## config.mk

```make
export PLATFORM = sky130hd
export DESIGN_NAME = byte_lane_unit
export DESIGN_NICKNAME = d
export VERILOG_FILES = /design/src/rtl/blu_pkg.sv /design/src/rtl/blu_lane_decode.sv /design/src/rtl/blu_read_align.sv /design/src/rtl/blu_write_merge.sv /design/src/rtl/byte_lane_unit.sv
export SDC_FILE = /design/constraint.sdc
export NUM_CORES = 1
export LEC_CHECK = 0
export ABC_AREA = 0
export BUFFER_PORTS_ARGS = -buffer_cell sky130_fd_sc_hd__buf_2
export CORE_MARGIN = 5
export CORE_UTILIZATION = 44
export CTS_CLUSTER_SIZE = 40
export DETAILED_ROUTE_END_ITERATION = 10
export PLACE_DENSITY = 0.79
export SYNTH_ARGS = -nofsm -noshare
export SYNTH_HDL_FRONTEND = slang
export SYNTH_SLANG_ARGS = --single-unit
```

## constraint.sdc

```tcl
create_clock -name clk -period 0.95 [get_ports clk]
set_input_delay 0.1425 -clock clk [delete_from_list [all_inputs] [get_ports clk]]
set_output_delay 0.1425 -clock clk [all_outputs]
set_load 0.02 [all_outputs]
```

## src/rtl/blu_pkg.sv

```systemverilog
package blu_pkg;
  typedef enum logic [1:0] {
    LSEL_FULL = 2'd0,
    LSEL_HI   = 2'd1,
    LSEL_LO   = 2'd2
  } lane_sel_e;

  localparam logic [1:0] AMODE_REGDIR = 2'b00;
endpackage

```

## src/rtl/blu_lane_decode.sv

```systemverilog
module blu_lane_decode
  import blu_pkg::*;
#(
  parameter bit REG_KEEPS_WORD = 1'b1
) (
  input  logic       is_word,
  input  logic [1:0] amode,
  input  logic       addr_lsb,
  output lane_sel_e  sel
);
  logic is_reg;
  assign is_reg = (amode == AMODE_REGDIR);

  generate
    if (REG_KEEPS_WORD) begin : g_load
      always_comb begin
        if (is_word || is_reg) sel = LSEL_FULL;
        else if (addr_lsb)     sel = LSEL_LO;
        else                   sel = LSEL_HI;
      end
    end else begin : g_store
      always_comb begin
        if (is_word)                sel = LSEL_FULL;
        else if (is_reg || !addr_lsb) sel = LSEL_HI;
        else                        sel = LSEL_LO;
      end
    end
  endgenerate
endmodule

```

## src/rtl/blu_read_align.sv

```systemverilog
module blu_read_align
  import blu_pkg::*;
#(
  parameter int WORD_W = 16
) (
  input  logic              clk,
  input  logic              rst,
  input  logic              in_valid,
  input  logic [WORD_W-1:0] in_word,
  input  lane_sel_e         sel,
  output logic              out_valid,
  output logic [WORD_W-1:0] out_word
);
  localparam int BYTE_W = WORD_W / 2;

  logic [WORD_W-1:0] nxt;

  always_comb begin
    case (sel)
      LSEL_HI: nxt = {in_word[WORD_W-1 -: BYTE_W], {BYTE_W{1'b0}}};
      LSEL_LO: nxt = {in_word[BYTE_W-1:0], {BYTE_W{1'b0}}};
      default: nxt = in_word;
    endcase
  end

  always_ff @(posedge clk) begin
    if (rst) begin
      out_valid <= 1'b0;
      out_word  <= '0;
    end else begin
      out_valid <= in_valid;
      if (in_valid) out_word <= nxt;
    end
  end


  ld_low_zero_chk: assert property (@(posedge clk) disable iff (rst)
    (in_valid && sel != LSEL_FULL) |=> (out_word[BYTE_W-1:0] == '0));
endmodule

```

## src/rtl/blu_write_merge.sv

```systemverilog
module blu_write_merge
  import blu_pkg::*;
#(
  parameter int WORD_W = 16
) (
  input  logic              clk,
  input  logic              rst,
  input  logic              in_valid,
  input  logic [WORD_W-1:0] result,
  input  logic [WORD_W-1:0] orig,
  input  lane_sel_e         sel,
  output logic              out_valid,
  output logic [WORD_W-1:0] out_word,
  output logic [1:0]        out_lane
);
  localparam int BYTE_W = WORD_W / 2;
  localparam int LANES  = 2;

  logic [WORD_W-1:0] nxt;
  logic [LANES-1:0]  nxt_lane;
  logic [BYTE_W-1:0] res_byte;

  assign res_byte = result[WORD_W-1 -: BYTE_W];

  always_comb begin
    case (sel)
      LSEL_HI: begin
        nxt      = {res_byte, orig[BYTE_W-1:0]};
        nxt_lane = 2'b10;
      end
      LSEL_LO: begin
        nxt      = {orig[WORD_W-1 -: BYTE_W], res_byte};
        nxt_lane = 2'b01;
      end
      default: begin
        nxt      = result;
        nxt_lane = 2'b11;
      end
    endcase
  end

  always_ff @(posedge clk) begin
    if (rst) begin
      out_valid <= 1'b0;
      out_word  <= '0;
      out_lane  <= '0;
    end else begin
      out_valid <= in_valid;
      if (in_valid) begin
        out_word <= nxt;
        out_lane <= nxt_lane;
      end
    end
  end


  st_one_lane_chk: assert property (@(posedge clk) disable iff (rst)
    (in_valid && sel != LSEL_FULL) |=> ($countones(out_lane) == 1));

  st_hold_chk: assert property (@(posedge clk) disable iff (rst)
    !in_valid |=> ($stable(out_word) && $stable(out_lane)));
endmodule

```

## src/rtl/byte_lane_unit.sv

```systemverilog
module byte_lane_unit
  import blu_pkg::*;
#(
  parameter int WORD_W = 16
) (
  input  logic              clk,
  input  logic              rst,
  input  logic              ld_valid_i,
  input  logic [WORD_W-1:0] ld_word_i,
  input  logic [1:0]        ld_mode_i,
  input  logic              ld_is_word_i,
  input  logic              ld_addr_lsb_i,
  output logic              ld_valid_o,
  output logic [WORD_W-1:0] ld_operand_o,
  input  logic              st_valid_i,
  input  logic [WORD_W-1:0] st_result_i,
  input  logic [WORD_W-1:0] st_orig_i,
  input  logic [1:0]        st_mode_i,
  input  logic              st_is_word_i,
  input  logic              st_addr_lsb_i,
  output logic              st_valid_o,
  output logic [WORD_W-1:0] st_word_o,
  output logic [1:0]        st_lane_o
);
  localparam int BYTE_W = WORD_W / 2;

  lane_sel_e ld_sel;
  lane_sel_e st_sel;

  blu_lane_decode #(.REG_KEEPS_WORD(1'b1)) u_ld_dec (
    .is_word  (ld_is_word_i),
    .amode    (ld_mode_i),
    .addr_lsb (ld_addr_lsb_i),
    .sel      (ld_sel)
  );

  blu_lane_decode #(.REG_KEEPS_WORD(1'b0)) u_st_dec (
    .is_word  (st_is_word_i),
    .amode    (st_mode_i),
    .addr_lsb (st_addr_lsb_i),
    .sel      (st_sel)
  );

  blu_read_align #(.WORD_W(WORD_W)) u_align (
    .clk       (clk),
    .rst       (rst),
    .in_valid  (ld_valid_i),
    .in_word   (ld_word_i),
    .sel       (ld_sel),
    .out_valid (ld_valid_o),
    .out_word  (ld_operand_o)
  );

  blu_write_merge #(.WORD_W(WORD_W)) u_merge (
    .clk       (clk),
    .rst       (rst),
    .in_valid  (st_valid_i),
    .result    (st_result_i),
    .orig      (st_orig_i),
    .sel       (st_sel),
    .out_valid (st_valid_o),
    .out_word  (st_word_o),
    .out_lane  (st_lane_o)
  );


  ld_latency_chk: assert property (@(posedge clk) disable iff (rst)
    ld_valid_i |=> ld_valid_o);

  st_latency_chk: assert property (@(posedge clk) disable iff (rst)
    !st_valid_i |=> !st_valid_o);

  ld_pass_chk: assert property (@(posedge clk) disable iff (rst)
    (ld_valid_i && (ld_is_word_i || ld_mode_i == AMODE_REGDIR))
      |=> (ld_operand_o == $past(ld_word_i)));

  st_reg_keep_low_chk: assert property (@(posedge clk) disable iff (rst)
    (st_valid_i && !st_is_word_i && st_mode_i == AMODE_REGDIR)
      |=> (st_word_o[BYTE_W-1:0] == $past(st_orig_i[BYTE_W-1:0]) && st_lane_o == 2'b10));

  ld_hold_chk: assert property (@(posedge clk) disable iff (rst)
    !ld_valid_i |=> $stable(ld_operand_o));
endmodule

```

# Yosys cells after proc, flatten, opt, wreduce, memory -nomap -nowiden
# Cells that the tools add are included.
# totals
ff_bits	36
inputBits	60
# classes
muxes	7
n_eq_ne	4
n_reduce_logical	5
# ops
operator	n
$pmux 16 s2	2
$mux 2	4
$eq 2x1->1 const B	2
$eq 2x2->1 const B	2
$logic_not 2->1	2
$pmux 2 s2	1
$logic_or 1x1->1	2
$logic_not 1->1	1

# Logic depth before layout (Yosys ltp)
# depth
ltp_word	6
ltp_mapped	4
ltp_nobuf	3

# Hierarchy
# A second synthesis with hierarchy kept.
# unflattened
hier_cells	183
area_unflattened_um2	1755.4
# by_module_without_submodules
mod	cells_per_inst	n_inst	area_per_inst_um2
blu_write_merge	91	1	948.4
blu_read_align	86	1	760.7
blu_lane_decode (u_st_dec)	3	1	25.0
blu_lane_decode (u_ld_dec)	3	1	21.3

# Least setup slack after synthesis
# No wires, ideal clock.
# synth_timing
kind	input-to-reg
startpoint	input port rst
endpoint	register u_merge.out_word[0]
setup_ps	134
n_path_buf	2
arrival_ps	751
stages	3
path_slack_ps	65
cell_sequence	buf_2 > clkbuf_1 > o22ai_1
# synth_lines
item	line_no	text
from (decl)	byte_lane_unit.sv:7	input logic rst,
to (signal assigned)	blu_write_merge.sv:50	out_word <= nxt;
to (decl)	blu_write_merge.sv:13	output logic [WORD_W-1:0] out_word,
# No word-level cell between the ends.

# Worst setup path in the final report
# layout_timing
startpoint	register u_align.out_word[6]
endpoint	output port ld_operand_o[6]
# layout_lines
item	line_no	text
from (decl)	blu_read_align.sv:12	output logic [WORD_W-1:0] out_word
from (signal assigned)	blu_read_align.sv:32	if (in_valid) out_word <= nxt;
to (decl)	byte_lane_unit.sv:14	output logic [WORD_W-1:0] ld_operand_o,
# No word-level cell between the ends.

==> impl_metrics.ini <==
[status]
status = finished, final reports clean

[floorplanning]
die_w_um = 73.81
core_area_um2 = 3971
io_pins = 96
initial_utilization_pct = 45.12
fp-row-count = 23
fp.dieArea_um2 = 5448
die_h_um = 73.81

[synth]
yosysSeqAreaShare_pct = 40.22
synth_top_area_cell = dfxtp_1
synth-simple-area-share_pct = 17.39
synth.area.mux_share_pct = 4.469
synth_area_leaders = dfxtp_1 (40%), a311oi_2 (8.4%), nand3_1 (6.7%)
synth_xor_xnor_area_share_pct = 0
synth_area_um2 = 1792
netlist.area_leader.share_pct = 40.22
yosysWarnings = 0
syn_nets = 255
synth_top_family_by_area = compound AO/OA/AOI/OAI gates
yosys_register_bits = 36
synth_cell_types = 25
synthAdderAreaFrac_pct = 0
synth_compound_area_share_pct = 29.96
synthCells = 195
synth.avg_cell_area_um2 = 9.188

[worst_setup_path]
start_kind = flop
cp.arrival_ps = 770
slowest_stage = dfxtp_1
setup.worst_path.class = flop to primary output
crit_family = flip-flops
crit_buf_inv = 1
worstReg2RegStart = u_merge.out_word[7]
reg2reg_slack_ps = 110
cpPeakStageDelay_ps = 330
r2r_cells = 3
crit_required_ps = 810
path_max_fanout = 2
rr_endpoint = u_merge.out_word[7]
crit_path_end_kind = primary output
path_cells = buf_2

[placement]
dpl.cell_count = 336
gp_congestion = 0.8780
dpl.hpwl_mm = 3.926
port_buffers = 95

[clock_tree]
tritoncts = done
cts_sinks = 36
cts_buffer_depth = 2
cts_htree_levels = 2
post-cts-setup-buffers = 0
clk_pin_slew_ps = 70
root_buffer = clkbuf_8
numCtsBuffers = 5
clock_latency_ps = 270

[route]
firstDrtPassIters = 4
finalWirelength_mm = 5.282
dr.first_iter.drc_count = 109
drc = 0
via_per_inst = 5.372
post_drt_wl_per_cell_um = 15.35
ant_nets = 0
num_vias = 1848

[global_routing]
grt_pass1_vias = 1755
grt_max_degree = 29
grt_pass1_wl_mm = 8.252
overflow = 0
gr-usage-all-layers_pct = 19.66
antenna_found_initial = 0

[layout]
fin_cells = 344
final_nets = 353
num-fill-cells = 331
drive_above_1_share_pct = 50.34
synthToLayoutAreaGrowth_pct = 41.06
n_antenna_cell = 0

[flow_run]
max-cap-violations = 0

[timing]
slew_violations = 0
fin_skew_ps = 0
fmax_mhz = 1094
min_period_ps = 913.9
setup_viol_count_final = 0
relSlewSlack_pct = 80.50
tns_ps = 0
worst_pin_slew_ps = 292.5
rsz0062_at_grt = false
fin_crit_sh_pct = 96.20
final_hold_viol_count = 0

[hold_path]
min_path_cells = 3
hp-start = st_orig_i[3]
hold_end = u_merge.out_word[3]
min_path_type = input port to flop

[power]
powerDensity_nw_per_um2 = 1469
leakagePower_nw = 1.127
vdd_ir_drop_max_uv = 1066
layout by cell type (no fill, tap or decap):
master | Yosys | layout
buf_2 | 4 | 64
buf_4 | 5 | 42
nand3_1 | 24 | 24
o21ai_0 | 21 | 21
dfxtp_1 | 36 | 20
nor2_1 | 19 | 19
dfxtp_2 | 0 | 16
a311oi_2 | 10 | 10
a311oi_1 | 8 | 8
a31oi_1 | 8 | 8
mux2i_1 | 8 | 8
o22ai_1 | 8 | 8
nand2b_1 | 8 | 8
a21oi_1 | 8 | 8
and2b_1 | 6 | 6
clkbuf_8 | 0 | 6
nor2b_1 | 4 | 4
o21ai_2 | 3 | 3
buf_12 | 0 | 3
clkinv_2 | 2 | 2
clkbuf_1 | 3 | 2
o21a_1 | 1 | 1
o21ai_4 | 1 | 1
o21ba_1 | 1 | 1
o21bai_2 | 1 | 1
kinds of logic (layout without fill, tap and decap cells):
family                 Yosys count  count (layout)
buffers and inverters           20             119
AO/OA/AOI/OAI                   70              70
multiplexers                     8               8
flip-flops                      36              36
AND/OR/NAND/NOR                 61              61
cells in the mapped netlist:
cell type  count
and2b_1        6
o22ai_1        8
buf_6          4
a21oi_1        8
clkinv_2       2
buf_1          1
nand2b_1       8
a311oi_2      10
nor2_1        19
nand3_1       24
a311oi_1       8
o21a_1         1
o21ba_1        1
buf_8          1
nor2b_1        4
a31oi_1        8
buf_2          4
o21ai_4        1
buf_4          5
clkbuf_1       3
o21ai_2        3
mux2i_1        8
dfxtp_1       36
o21bai_2       1
o21ai_0       21
worst max-delay path by stage:
stage,cells after the start,endpoint,slack [ps],from
after floorplan,3,u_merge.out_word[0],70,rst
after global placement,4,u_align.out_word[14],-140,ld_is_word_i
final,1,ld_operand_o[6],40,u_align.out_word[6]
after CTS,1,st_word_o[5],3,u_merge.out_word[5]
after detailed placement,4,u_align.out_word[13],-170,ld_is_word_i
after global routing,1,ld_operand_o[8],0.7,u_align.out_word[8]
layout make-up:
type | instances | area [µm²] | area share, %
clock buffer | 8 | 90.09 | 3.564
sequential | 36 | 740.7 | 29.31
inverter | 2 | 10.01 | 0.3960
multi-input combinational | 139 | 928.4 | 36.73
timing repair buffer | 109 | 695.7 | 27.52
tap | 50 | 62.56 | 2.475
what timing repair did:
item                                    CTS  global route
hold endpoints to repair                  0             0
endpoints found under the setup margin    7            29
hold buffers                              0             0
gates resized for setup                   9            38
metal layers:
| metal | up-vias | GRT usage, % | wire length [µm] |
|---|---|---|---|
| met5 | - | 0 | 0 |
| met2 | 88 | 31.00 | 2403 |
| met1 | 834 | 24.38 | 2180 |
| li1 | 922 | - | - |
| met3 | 4 | 7.661 | 628 |
| met4 | 0 | 6.640 | 69 |
per-stage QoR:
step                area (µm²)  hold WS (ps)  worst slack [ps]  utilization [%]  total power [mW]
floorplan                 1792         305.7             65.30                -             2.216
global placement          2340         413.0            -139.7            58.92             2.544
detailed placement        2340         427.3            -171.9            58.92             2.556
CTS                       2450         117.6             3.479            61.69             3.695
global route              2527         127.5            0.6638            63.64             3.896
finish                    2527         129.9             36.09            63.64             3.714
sequential cells by signal (all words and copies together) (netlist names):
| name | flops |
|---|---|
| u_merge.out_valid | 1 |
| u_align.out_word | 16 |
| u_align.out_valid | 1 |
| u_merge.out_word | 16 |
| u_merge.out_lane | 2 |
power breakdown:
group	total (mW)	internal, mW	switching (mW)	leakage, nW
clock	1.12	0.592	0.531	0.0455
sequential	1.68	1.62	0.0602	0.303
combinational	0.906	0.417	0.489	0.778
total	3.71	2.63	1.08	1.13
Note: power is estimated with default switching activity, not from simulation.
